[src/rtl/mbs_pkg.sv]
package mbs_pkg;
  typedef enum logic [2:0] {
    ST_IDLE = 3'd0,
    ST_T1   = 3'd1,
    ST_T2   = 3'd2,
    ST_T3   = 3'd3,
    ST_TW   = 3'd4,
    ST_T4   = 3'd5
  } bus_state_e;

  typedef struct packed {
    logic       wr;
    logic       io;
    logic       hi;
    logic [1:0] seg;
  } cyc_kind_t;
endpackage

[src/rtl/mbs_timing.sv]
module mbs_timing
  import mbs_pkg::*;
(
  input  logic       clk_i,
  input  logic       rst_ni,
  input  logic       req_i,
  input  logic       ready_i,
  output bus_state_e state_o,
  output logic       accept_o,
  output logic       capture_o
);
  bus_state_e state_q, state_d;

  always_comb begin
    state_d = state_q;
    unique case (state_q)
      ST_IDLE: if (req_i) state_d = ST_T1;
      ST_T1:   state_d = ST_T2;
      ST_T2:   state_d = ST_T3;
      ST_T3,
      ST_TW:   state_d = ready_i ? ST_T4 : ST_TW;
      ST_T4:   state_d = ST_IDLE;
      default: state_d = ST_IDLE;
    endcase
  end

  always_ff @(posedge clk_i or negedge rst_ni) begin
    if (!rst_ni) state_q <= ST_IDLE;
    else         state_q <= state_d;
  end

  assign state_o   = state_q;
  assign accept_o  = (state_q == ST_IDLE) && req_i;
  assign capture_o = ((state_q == ST_T3) || (state_q == ST_TW)) && ready_i;

  p_min_len_r9: assert property (@(posedge clk_i) disable iff (!rst_ni)
    (state_q == ST_T4) |-> ($past(state_q) == ST_T3 || $past(state_q) == ST_TW));

  p_wait_insert_r9: assert property (@(posedge clk_i) disable iff (!rst_ni)
    ((state_q == ST_T3 || state_q == ST_TW) && !ready_i) |=> (state_q == ST_TW));

  p_no_restart_r11: assert property (@(posedge clk_i) disable iff (!rst_ni)
    (state_q != ST_IDLE) |=> (state_q != ST_T1));
endmodule

[src/rtl/mbs_req_hold.sv]
module mbs_req_hold
  import mbs_pkg::*;
#(
  parameter int ADDR_W = 20,
  parameter int DATA_W = 16
) (
  input  logic              clk_i,
  input  logic              rst_ni,
  input  logic              accept_i,
  input  logic              capture_i,
  input  cyc_kind_t         kind_i,
  input  logic [ADDR_W-1:0] addr_i,
  input  logic [DATA_W-1:0] wdata_i,
  input  logic [DATA_W-1:0] bus_i,
  output cyc_kind_t         kind_o,
  output logic [ADDR_W-1:0] addr_o,
  output logic [DATA_W-1:0] wdata_o,
  output logic [DATA_W-1:0] rdata_o
);
  cyc_kind_t         kind_q;
  logic [ADDR_W-1:0] addr_q;
  logic [DATA_W-1:0] wdata_q, rdata_q;

  always_ff @(posedge clk_i or negedge rst_ni) begin
    if (!rst_ni) begin
      kind_q  <= '0;
      addr_q  <= '0;
      wdata_q <= '0;
    end else if (accept_i) begin
      kind_q  <= kind_i;
      addr_q  <= addr_i;
      wdata_q <= wdata_i;
    end
  end

  // read data sampled on the edge that enters T4
  always_ff @(posedge clk_i or negedge rst_ni) begin
    if (!rst_ni)                       rdata_q <= '0;
    else if (capture_i && !kind_q.wr)  rdata_q <= bus_i;
  end

  assign kind_o  = kind_q;
  assign addr_o  = addr_q;
  assign wdata_o = wdata_q;
  assign rdata_o = rdata_q;

  p_hold_stable_r11: assert property (@(posedge clk_i) disable iff (!rst_ni)
    !accept_i |=> ($stable(addr_q) && $stable(kind_q) && $stable(wdata_q)));

  p_rdata_hold_r10: assert property (@(posedge clk_i) disable iff (!rst_ni)
    !capture_i |=> $stable(rdata_q));
endmodule

[src/rtl/mbs_pin_drive.sv]
module mbs_pin_drive
  import mbs_pkg::*;
#(
  parameter int ADDR_W = 20,
  parameter int DATA_W = 16,
  localparam int UP_W  = ADDR_W - DATA_W
) (
  input  logic              clk_i,
  input  logic              rst_ni,
  input  bus_state_e        state_i,
  input  cyc_kind_t         kind_i,
  input  logic [ADDR_W-1:0] addr_i,
  input  logic [DATA_W-1:0] wdata_i,
  input  logic              ien_i,
  output logic [DATA_W-1:0] ad_o,
  output logic              ad_oe_o,
  output logic [UP_W-1:0]   as_o,
  output logic              ale_o,
  output logic              bhe_no,
  output logic              rd_no,
  output logic              wr_no,
  output logic              mio_o,
  output logic              busy_o,
  output logic              done_o
);
  logic            in_t1, in_data, in_strobe, active;
  logic [UP_W-1:0] upper_addr, status;

  assign in_t1     = (state_i == ST_T1);
  assign in_data   = (state_i == ST_T2) || (state_i == ST_T3) ||
                     (state_i == ST_TW) || (state_i == ST_T4);
  assign in_strobe = (state_i == ST_T2) || (state_i == ST_T3) || (state_i == ST_TW);
  assign active    = in_t1 || in_data;

  assign upper_addr = kind_i.io ? '0 : addr_i[ADDR_W-1:DATA_W];

  // status layout: [3]=0, [2]=interrupt enable, [1:0]=segment code
  always_comb begin
    status      = '0;
    status[1:0] = kind_i.seg;
    status[2]   = ien_i;
  end

  always_comb begin
    if (in_t1)                     ad_o = addr_i[DATA_W-1:0];
    else if (in_data && kind_i.wr) ad_o = wdata_i;
    else                           ad_o = '0;
  end

  assign ad_oe_o = in_t1 || (in_data && kind_i.wr);
  assign as_o    = in_t1 ? upper_addr : (in_data ? status : '0);
  assign ale_o   = in_t1;
  assign bhe_no  = !(in_t1 && kind_i.hi);
  assign rd_no   = !(in_strobe && !kind_i.wr);
  assign wr_no   = !(in_data && kind_i.wr);
  assign mio_o   = active ? !kind_i.io : 1'b1;
  assign busy_o  = active;
  assign done_o  = (state_i == ST_T4);

  p_ale_single_r2: assert property (@(posedge clk_i) disable iff (!rst_ni)
    ale_o |=> !ale_o);

  p_strobe_excl_r6: assert property (@(posedge clk_i) disable iff (!rst_ni)
    !(!rd_no && !wr_no));

  p_io_upper_r3: assert property (@(posedge clk_i) disable iff (!rst_ni)
    (ale_o && !mio_o) |-> (as_o == '0));

  p_status_top_r4: assert property (@(posedge clk_i) disable iff (!rst_ni)
    (busy_o && !ale_o) |-> !as_o[3]);

  p_bhe_t1_r5: assert property (@(posedge clk_i) disable iff (!rst_ni)
    !bhe_no |-> ale_o);
endmodule

[src/rtl/mux_bus_seq.sv]
module mux_bus_seq
  import mbs_pkg::*;
#(
  parameter int ADDR_W = 20,
  parameter int DATA_W = 16,
  localparam int UP_W  = ADDR_W - DATA_W
) (
  input  logic              clk_i,
  input  logic              rst_ni,
  input  logic              req_i,
  input  logic              req_write_i,
  input  logic              req_io_i,
  input  logic              req_hi_i,
  input  logic [1:0]        req_seg_i,
  input  logic [ADDR_W-1:0] req_addr_i,
  input  logic [DATA_W-1:0] req_wdata_i,
  input  logic              ien_i,
  input  logic              ready_i,
  input  logic [DATA_W-1:0] ad_i,
  output logic [DATA_W-1:0] ad_o,
  output logic              ad_oe_o,
  output logic [UP_W-1:0]   as_o,
  output logic              ale_o,
  output logic              bhe_no,
  output logic              rd_no,
  output logic              wr_no,
  output logic              mio_o,
  output logic [DATA_W-1:0] rdata_o,
  output logic              busy_o,
  output logic              done_o
);
  bus_state_e        state;
  logic              accept, capture;
  cyc_kind_t         kind_in, kind_q;
  logic [ADDR_W-1:0] addr_q;
  logic [DATA_W-1:0] wdata_q;

  assign kind_in = '{wr: req_write_i, io: req_io_i, hi: req_hi_i, seg: req_seg_i};

  mbs_timing i_timing (
    .clk_i     (clk_i),
    .rst_ni    (rst_ni),
    .req_i     (req_i),
    .ready_i   (ready_i),
    .state_o   (state),
    .accept_o  (accept),
    .capture_o (capture)
  );

  mbs_req_hold #(.ADDR_W(ADDR_W), .DATA_W(DATA_W)) i_hold (
    .clk_i     (clk_i),
    .rst_ni    (rst_ni),
    .accept_i  (accept),
    .capture_i (capture),
    .kind_i    (kind_in),
    .addr_i    (req_addr_i),
    .wdata_i   (req_wdata_i),
    .bus_i     (ad_i),
    .kind_o    (kind_q),
    .addr_o    (addr_q),
    .wdata_o   (wdata_q),
    .rdata_o   (rdata_o)
  );

  mbs_pin_drive #(.ADDR_W(ADDR_W), .DATA_W(DATA_W)) i_pins (
    .clk_i   (clk_i),
    .rst_ni  (rst_ni),
    .state_i (state),
    .kind_i  (kind_q),
    .addr_i  (addr_q),
    .wdata_i (wdata_q),
    .ien_i   (ien_i),
    .ad_o    (ad_o),
    .ad_oe_o (ad_oe_o),
    .as_o    (as_o),
    .ale_o   (ale_o),
    .bhe_no  (bhe_no),
    .rd_no   (rd_no),
    .wr_no   (wr_no),
    .mio_o   (mio_o),
    .busy_o  (busy_o),
    .done_o  (done_o)
  );
endmodule

[config.mk]
export PLATFORM = sky130hd
export DESIGN_NAME = mux_bus_seq
export DESIGN_NICKNAME = d
export VERILOG_FILES = /design/src/rtl/mbs_pkg.sv /design/src/rtl/mbs_timing.sv /design/src/rtl/mbs_req_hold.sv /design/src/rtl/mbs_pin_drive.sv /design/src/rtl/mux_bus_seq.sv
export SDC_FILE = /design/constraint.sdc
export NUM_CORES = 1
export LEC_CHECK = 0
export ABC_CLOCK_PERIOD_IN_PS = 3000
export BUFFER_PORTS_ARGS = -buffer_cell sky130_fd_sc_hd__buf_4
export CAP_MARGIN = 20
export CORE_MARGIN = 10
export CORE_UTILIZATION = 50
export DETAILED_ROUTE_END_ITERATION = 16
export GPL_TIMING_DRIVEN = 0
export PLACE_DENSITY_LB_ADDON = 0.25
export SLEW_MARGIN = 20
export SYNTH_ARGS = -nofsm -noshare
export SYNTH_HDL_FRONTEND = slang
export SYNTH_SLANG_ARGS = --single-unit
[constraint.sdc]
create_clock -name clk_i -period 3 [get_ports clk_i]
set_input_delay 0.15 -clock clk_i [delete_from_list [all_inputs] [get_ports clk_i]]
set_output_delay 0.15 -clock clk_i [all_outputs]
set_load 0.01 [all_outputs]
## Word level (Yosys, flattened, before mapping)

Index checks and enable logic that the tools add are counted.

- Shift operators: 0
- Div/mod/pow operators: 0
- Bitwise gates (word level): 0
- Reduce and logical (&&, ||, !) cells: 19
- Multiplexer cells: 9
- Add/sub/neg operators: 0
- Multiply operators: 0
- Magnitude comparators: 0
- Equal/unequal tests: 6

Operator list:

| operator | count |
|---|---|
| $mux W16 | 2 |
| $pmux W3 S4 | 1 |
| $mux W4 | 2 |
| $eq A3 B2 Y1 const B | 2 |
| $eq A3 B3 Y1 const B | 2 |
| $logic_and A1 B1 Y1 | 6 |
| $logic_or A1 B1 Y1 | 6 |
| $mux W3 | 2 |
| $logic_not A1 Y1 | 5 |
| $eq A3 B1 Y1 const B | 1 |
| $logic_not A3 Y1 | 1 |
| $mux W1 | 2 |
| $ne A2 B2 Y1 const B | 1 |
| $reduce_or A2 Y1 | 1 |

- Memory bits (read-only): 0
- Latch bits: 0
- Word-level logic and storage cells: 42
- Bits in writable memories: 0
- Input port bits: 62
- Output and inout port bits: 44
- Flip-flop bits (word level): 60
- Memories: 0

## Logic depth before layout (Yosys ltp)

Gate-level depths: netlist of run 1.

- Depth in word-level cells: 7
- Depth in mapped cells: 6
- Mapped depth without buffers: 4

## By module

From an unflattened synthesis of run 1, not the netlist that was laid out.

- Cell total of the unflattened synthesis: 223
- Area total of the unflattened synthesis: 2824.0 um2

By module, submodules not included:

| module | seq. area each (um2) | times used | cells an instance | area each (um2) |
|---|---|---|---|---|
| mbs_req_hold | 1426.4 | 1 | 122 | 2159.6 |
| mbs_pin_drive | 0.0 | 1 | 86 | 496.7 |
| mbs_timing | 75.1 | 1 | 15 | 167.7 |

## Worst setup path after synthesis of run 1

Ideal clock, no wire load.

- Kind: register -> register
- From: register i_timing.state_q[1] (netlist: i_timing.state_o[1])
- To: register i_hold.wdata_q[1] (netlist: i_hold.wdata_o[1])
- Setup slack: 1.425 ns
- Required time: 2.875 ns
- Stages on the path, launching flop included: 7
- Library setup time: 0.125 ns
- Clock period less this slack: 1.575 ns
- Data arrival time: 1.450 ns
- Path buffers: 3
- Cells stage by stage: dfrtp_1 buf_4 nor3_1 and2_1 buf_2 buf_4 mux2_2

- Cells in the longest elaborated chain, start to end: 2

RTL lines:

| what | RTL line | RTL |
|---|---|---|
| from (decl) | mbs_timing.sv:12 | `bus_state_e state_q, state_d;` |
| from (signal assigned) | mbs_timing.sv:29 | `else state_q <= state_d;` |
| $logic_not A3 Y1 | mbs_timing.sv:33 | `assign accept_o = (state_q == ST_IDLE) && req_i;` |
| $logic_and A1 B1 Y1 | mbs_timing.sv:33 |  |
| to (signal assigned) | mbs_req_hold.sv:32 | `wdata_q <= wdata_i;` |
| to (decl) | mbs_req_hold.sv:22 | `logic [DATA_W-1:0] wdata_q, rdata_q;` |

Every way passes these cells.
A chain may end at the register's enable or synchronous reset.

## Worst setup path after layout of run 1

- From: register i_timing.state_q[1] (netlist: i_timing.state_o[1])
- To: output ad_o[6]

- Cells in the longest elaborated chain, start to end: 7
- Elaborated cells between the ends (all ways): 11
- Classes of those cells: eq/ne (5); mux (2); reduce/logical (4)

RTL lines:

| what | RTL line | RTL |
|---|---|---|
| $eq A3 B2 Y1 | mbs_pin_drive.sv:30 | `assign in_data = (state_i == ST_T2) \|\| (state_i == ST_T3) \|\|` |
| $logic_or A1 B1 Y1 (2 in a row) | mbs_pin_drive.sv:30 |  |
| $logic_or A1 B1 Y1 | mbs_pin_drive.sv:31 | `(state_i == ST_TW) \|\| (state_i == ST_T4);` |
| $logic_and A1 B1 Y1 | mbs_pin_drive.sv:46 | `else if (in_data && kind_i.wr) ad_o = wdata_i;` |
| $mux W16 | mbs_pin_drive.sv:46 |  |
| $mux W16 * | mbs_pin_drive.sv:45 | `if (in_t1) ad_o = addr_i[DATA_W-1:0];` |
| to (decl) | mux_bus_seq.sv:20 | `output logic [DATA_W-1:0] ad_o,` |

Every way passes the cells marked *; elsewhere a longest branch is shown, timed or not.

==> results of run 1 <==
-- critical path, cell delays in order (launching register included) --
cell and delay (ns):
dfrtp_1 0.36, buf_4 0.17, nand2b_1 0.16, a21boi_2 0.40, buf_2 0.32, a22o_1 0.17, buf_4 0.12
-- metrics by stage --
| step | power [µW] | setup slack (ns) | hold WS, ns | std cells |
|---|---|---|---|---|
| 3_3_place_gp | 3810 | 1.15 | 0.279 | 417 |
| 4_1_cts | 4710 | 0.803 | 0.0147 | 434 |
| 2_1_floorplan | 2940 | 1.43 | -0.146 | 240 |
| 3_5_place_dp | 3890 | 1.17 | 0.271 | 417 |
| 6_report | 4650 | 0.827 | 0.0313 | 434 |
| 5_1_grt | 4980 | 0.649 | 0.0129 | 434 |
-- power by group through the flow --
stage / Combinational [µW] / Sequential, µW / Clock [µW]
global route: 2600 / 1530 / 851
finish: 2370 / 1480 / 792
CTS: 2410 / 1480 / 813
floorplan: 1460 / 1470 / 0
global placement: 2350 / 1460 / 0
detailed placement: 2400 / 1490 / 0
-- sequential cells by signal, indices dropped and copies added (netlist names) --
register and cells:
i_timing.state_o 3, i_hold.rdata_o 16, i_hold.addr_o 20, i_hold.wdata_o 16, i_hold.kind_o 5
-- Yosys cell counts, types with 2 or more instances --
library cell | number | share of area
dfrtp_1 | 60 | 0.51
mux2_2 | 36 | 0.14
inv_1 | 19 | 0.024
nor3_1 | 17 | 0.029
a22o_1 | 16 | 0.047
o32ai_1 | 16 | 0.047
a221oi_2 | 10 | 0.051
clkbuf_1 | 8 | 0.010
buf_2 | 7 | 0.012
a221oi_1 | 6 | 0.018
buf_4 | 5 | 0.013
mux2_1 | 5 | 0.019
o21ai_0 | 5 | 0.0084
nand2b_1 | 4 | 0.0084
a21oi_1 | 3 | 0.0051
buf_6 | 3 | 0.011
nand2_1 | 3 | 0.0038
nand3b_1 | 3 | 0.0076
nor2_1 | 2 | 0.0025
-- kinds of logic (layout without fill, tap and decap cells) --
family / after synthesis / after routing / share of synthesized area
compound gates: 60 / 60 / 0.192
flops: 60 / 60 / 0.507
buf+inv: 42 / 164 / 0.0701
mux: 41 / 41 / 0.156
simple gates: 36 / 36 / 0.0722
xor+xnor: 1 / 1 / 0.00296
-- repair_timing --
item / 4_1_cts / 5_1_grt
buffers inserted: 0 / 0
hold buffers: 1 / 0
hold endpoints to repair: 60 / 0
-- layout make-up --
| type | count | area (µm²) | share of cell area |
|---|---|---|---|
| well taps | 72 | 90.1 | 0.0221 |
| flip-flops and latches | 60 | 1500 | 0.369 |
| repair buffers | 106 | 798 | 0.196 |
| inverters | 19 | 71.3 | 0.0175 |
| clock buffers | 12 | 145 | 0.0357 |
| plain buffers | 23 | 136 | 0.0335 |
| clock inverters | 4 | 72.6 | 0.0178 |
| multi-input cells | 138 | 1250 | 0.308 |
-- routing by layer --
metal  up-vias  share of wire  global-route usage
met5         -              0                   0
met4         0          0.012              0.0474
met3        11          0.069              0.0717
met2        76           0.51               0.281
met1      1203           0.41               0.199
li1       1139              -                   -
-- how the worst max path moves through the flow --
stage / from / end / slack, ns / cells past startpoint
after floorplan: i_timing.state_o[1] / i_hold.wdata_o[1] / 1.43 / 6
after global placement: i_timing.state_o[1] / ad_o[3] / 1.15 / 5
after detailed placement: i_timing.state_o[1] / ad_o[6] / 1.17 / 5
after CTS: i_timing.state_o[1] / ad_o[6] / 0.80 / 6
after global routing: i_timing.state_o[1] / ad_o[2] / 0.65 / 5
final: i_timing.state_o[1] / ad_o[6] / 0.83 / 6
==> qor.yml, run 1 <==
fin_nets: 419
worstHoldStart: "req_wdata_i[10]"
path_class: "register to output pin"
cts-buffers-inserted: 9
finalSetupTns_ns: 0
dpl_cell_area_um2: 3840
power.density_nw_per_um2: 1140
fin_skew_ns: 0.00764
syn_to_final_growth_pct: 37.3
grt_pass1_vias: 2604
dpl.hpwl_um: 6000
worst_setup_path_end_kind: "output pin"
vdd_ir_drop_max_mv: 0.545
worstHoldPathCells: 2
synth_nets: 302
die_w_um: 97.0
yosysWarningCount: 0
place_congestion: 0.759
io_pins: 106
p_int_uw: 2960
cts_resized: 0
dieArea_um2: 9410
cts.clk_slew.worst_paths_ns: 0.07
sequentialPowerShare: 0.318
r2r-start: "i_timing.state_o[1]"
net-switching-power_uw: 1680
reg2reg_depth: 6
final_max_slew_viol_count: 0
wl_per_cell_um: 18.8
swShare: 0.362
fin_area_um2: 4070
cts_buffer_depth: 2
drt_first_pass_iters: 4
ant_nets: 0
drt_iter0_markers: 77
start_util: 0.525
layout-drive-gt1-share: 0.514
cp.required_ns: 2.85
diodes: 0
synthDistinctLibCells: 31
path_max_fanout: 10
worst_setup_path_start_kind: "register"
wirelength_um: 8170
tightest_slew_ns: 0.773
holdPathEnd: "i_hold.wdata_o[10]"
p_leak_uw: 0.00187
final_common_cell: "buf_4"
fmax_ghz: 0.460
via_per_inst: 5.60
antenna_found_initial: 0
yosysSeqAreaShare: 0.507
ys_ff_latch: 60
cts_tree: "done"
num_rows: 27
syn-instance-count: 240
coreArea_um2: 5640
fp.dieH_um: 97.0
utilization: 0.721
port_buffers: 105
finalSetupViolations: 0
yosys_most_used_dff: "dfrtp_1"
async_reset_ff_frac: 1.00
n_fill_cell: 414
overflow: 0
clockRootBuffer: "clkbuf_8"
grt_pass1_wl_um: 13300
hp-class: "primary input to register"
cap_violations: 0
synth_edf_count: 0
worstPathArrival_ns: 2.02
avgSynthCellArea_um2: 12.3
drc: 0
clkPwrFrac: 0.171
outcome: "completed"
rsz0062_at_grt: "no"
comb_power_share: 0.511
regToRegSetupSlack_ns: 1.25
num_vias: 2429
hold_viol: 0
fin_crit_sh: 0.724
synth_area_um2: 2960
grt_max_degree: 61
fin_crit_ns: 2.17
r2r_end: "i_hold.wdata_o[14]"
slew_headroom: 0.485
cts_htree_levels: 3
cts_sinks: 60
layout_common_cells: "buf_4, dfrtp_1, mux2_2, inv_1, nor3_1"
grtUsageTotal: 0.171
clkLatencyLatePin_ns: 0.33
No activity file was read; power rests on OpenSTA's default activity.
==> inputs of run 2 (changes only) <==
--- a/config.mk
+++ b/config.mk
@@ -5,11 +5,11 @@
 export SDC_FILE = /design/constraint.sdc
 export NUM_CORES = 1
 export LEC_CHECK = 0
-export ABC_CLOCK_PERIOD_IN_PS = 3000
+export ABC_CLOCK_PERIOD_IN_PS = 1900
 export BUFFER_PORTS_ARGS = -buffer_cell sky130_fd_sc_hd__buf_4
 export CAP_MARGIN = 20
 export CORE_MARGIN = 10
-export CORE_UTILIZATION = 50
+export CORE_UTILIZATION = 45
 export DETAILED_ROUTE_END_ITERATION = 16
 export GPL_TIMING_DRIVEN = 0
 export PLACE_DENSITY_LB_ADDON = 0.25
==> constraint.sdc (replaced) <==
create_clock -name clk_i -period 1.9 [get_ports clk_i]
set_input_delay 0.095 -clock clk_i [delete_from_list [all_inputs] [get_ports clk_i]]
set_output_delay 0.095 -clock clk_i [all_outputs]
set_load 0.01 [all_outputs]
==> qor.yml, run 2 (synthesis gave the netlist of run 1 again) <==
clockRootBuffer: "clkbuf_8"
wirelength_um: 9020
path_max_fanout: 10
die_w_um: 101
cpLargestDelayFamily: "buffers and inverters"
cts_sinks: 60
cts_buffer_depth: 2
fin_nets: 468
grt_pass1_vias: 2880
hold_viol: 0
clkPwrFrac: 0.150
net-switching-power_uw: 2830
dieArea_um2: 10200
coreArea_um2: 6390
worstHoldPathCells: 3
clkLatencyLatePin_ns: 0.34
drc: 0
ant_nets: 0
layout-drive-gt1-share: 0.484
fin_crit_ns: 1.82
cp_slowest_stage_delay_ns: 0.37
fmax_ghz: 0.551
hp-class: "primary input to register"
p_leak_uw: 0.00209
overflow: 0
final_max_slew_viol_count: 0
cap_violations: 0
num_rows: 29
fin_skew_ns: 0.0102
syn_to_final_growth_pct: 54.4
outcome: "completed"
cp.required_ns: 1.80
drt_iter0_markers: 106
worstPathArrival_ns: 1.72
cts-buffers-inserted: 9
worst_setup_path_end_kind: "output pin"
finalSetupTns_ns: 0
via_per_inst: 5.44
vdd_ir_drop_max_mv: 0.990
dpl.hpwl_um: 5930
drt_first_pass_iters: 4
critPathMostFrequentCell: "buf_4"
fp.dieH_um: 101
cts_htree_levels: 3
finalSetupViolations: 0
slew_headroom: 0.484
cts_tree: "done"
layout_common_cells: "buf_4, dfrtp_1, dlygate4sd3_1, mux2_2, inv_1"
io_pins: 106
grt_max_degree: 61
grtUsageTotal: 0.177
cts.clk_slew.worst_paths_ns: 0.07
path_class: "register to output pin"
tightest_slew_ns: 0.774
swShare: 0.373
start_util: 0.464
largest_reg_flops: 20
p_int_uw: 4750
grt_pass1_wl_um: 14400
num_vias: 2658
path_depth: 6
path_cells: "buf_4 -> or3b_1 -> buf_4 -> nand2_1 -> nand2b_1 -> buf_4"
path_buf_inv: 3
slowest_stage: "dfrtp_1"
comb_power_share: 0.543
worst_setup_path_start_kind: "register"
final_common_cell: "buf_4"
antenna_found_initial: 1
finalNonFillerCells: 489
reg2reg_depth: 6
power.density_nw_per_um2: 1660
fin_crit_sh: 0.956
place_congestion: 0.802
place_inst: 422
wl_per_cell_um: 18.4
port_buffers: 105
sequentialPowerShare: 0.308
-- run 2: changes by cell type in the layout (fill, tap and decap cells not counted), moves of 2 or more --
cell and change:
clkbuf_2 +2, buf_4 +8, clkbuf_1 -4, dlygate4sd3_1 +42, buf_2 -3, buf_6 +3
-- run 2: cell type report --
type                       instances  area, µm²
fill                             468       1810
sequential                        60       1500
multi-input combinational        138       1280
timing repair buffer             155       1270
buffer                            23        158
clock buffer                      10        128
tap                               77       96.3
inverter                          19       71.3
clock inverter                     6       63.8
antenna                            1       2.50
-- run 2: what timing repair did --
action                                  4_1_cts  5_1_grt
endpoints found under the hold margin       102        0
hold buffers                                 43        0
endpoints found under the setup margin       19       17
pin swaps                                     2        3
resized for setup                             8       11
buffers inserted                              3        3
cloned                                        0        1
-- run 2: power groups by stage --
stage | registers, µW | clock network [µW] | logic (µW)
2_1_floorplan | 2330 | 0 | 2310
3_3_place_gp | 2320 | 0 | 3720
3_5_place_dp | 2340 | 0 | 3800
4_1_cts | 2330 | 1160 | 4000
5_1_grt | 2430 | 1220 | 4450
6_report | 2330 | 1130 | 4110
-- run 2: final timing paths --
check / start / endpoint / slack (ns)
setup / recovery: i_timing.state_o[1] / rd_no / 0.08
hold / removal: ad_i[5] / i_hold.rdata_o[5] / 0.1
setup reg to reg: i_timing.state_o[1] / i_hold.addr_o[19] / 0.15
hold reg to reg: i_hold.kind_o[1] / i_hold.kind_o[1] / 0.49
max in group asynchronous: rst_ni / i_hold.addr_o[9] / 1.02
min in group asynchronous: rst_ni / i_hold.rdata_o[8] / 0.36
-- run 2: layer usage --
metal / vias up / global-route usage / part of all wire
li1: 1242 / - / -
met1: 1333 / 0.206 / 0.40
met2: 71 / 0.292 / 0.52
met3: 12 / 0.0722 / 0.070
met4: 0 / 0.0547 / 0.014
met5: - / 0 / 0
-- run 2: worst register-to-register path: cells and delay by family, from the launching register on --
family | cells | cell delay (ns)
simple gates | 2 | 0.39
mux | 1 | 0.36
flops | 1 | 0.37
buf+inv | 3 | 0.54
-- run 2: per-stage QoR --
stage	setup slack, ns	area [µm²]	utilization	total power, µW	hold WS (ns)
6_report	0.0845	4570	0.716	7570	0.0956
5_1_grt	-0.00219	4570	0.716	8100	0.106
4_1_cts	0.0155	4520	0.708	7480	0.0940
3_5_place_dp	0.113	3850	0.602	6140	0.224
3_3_place_gp	0.0943	3850	0.602	6030	0.221
2_1_floorplan	0.325	2960	-	4640	-0.201
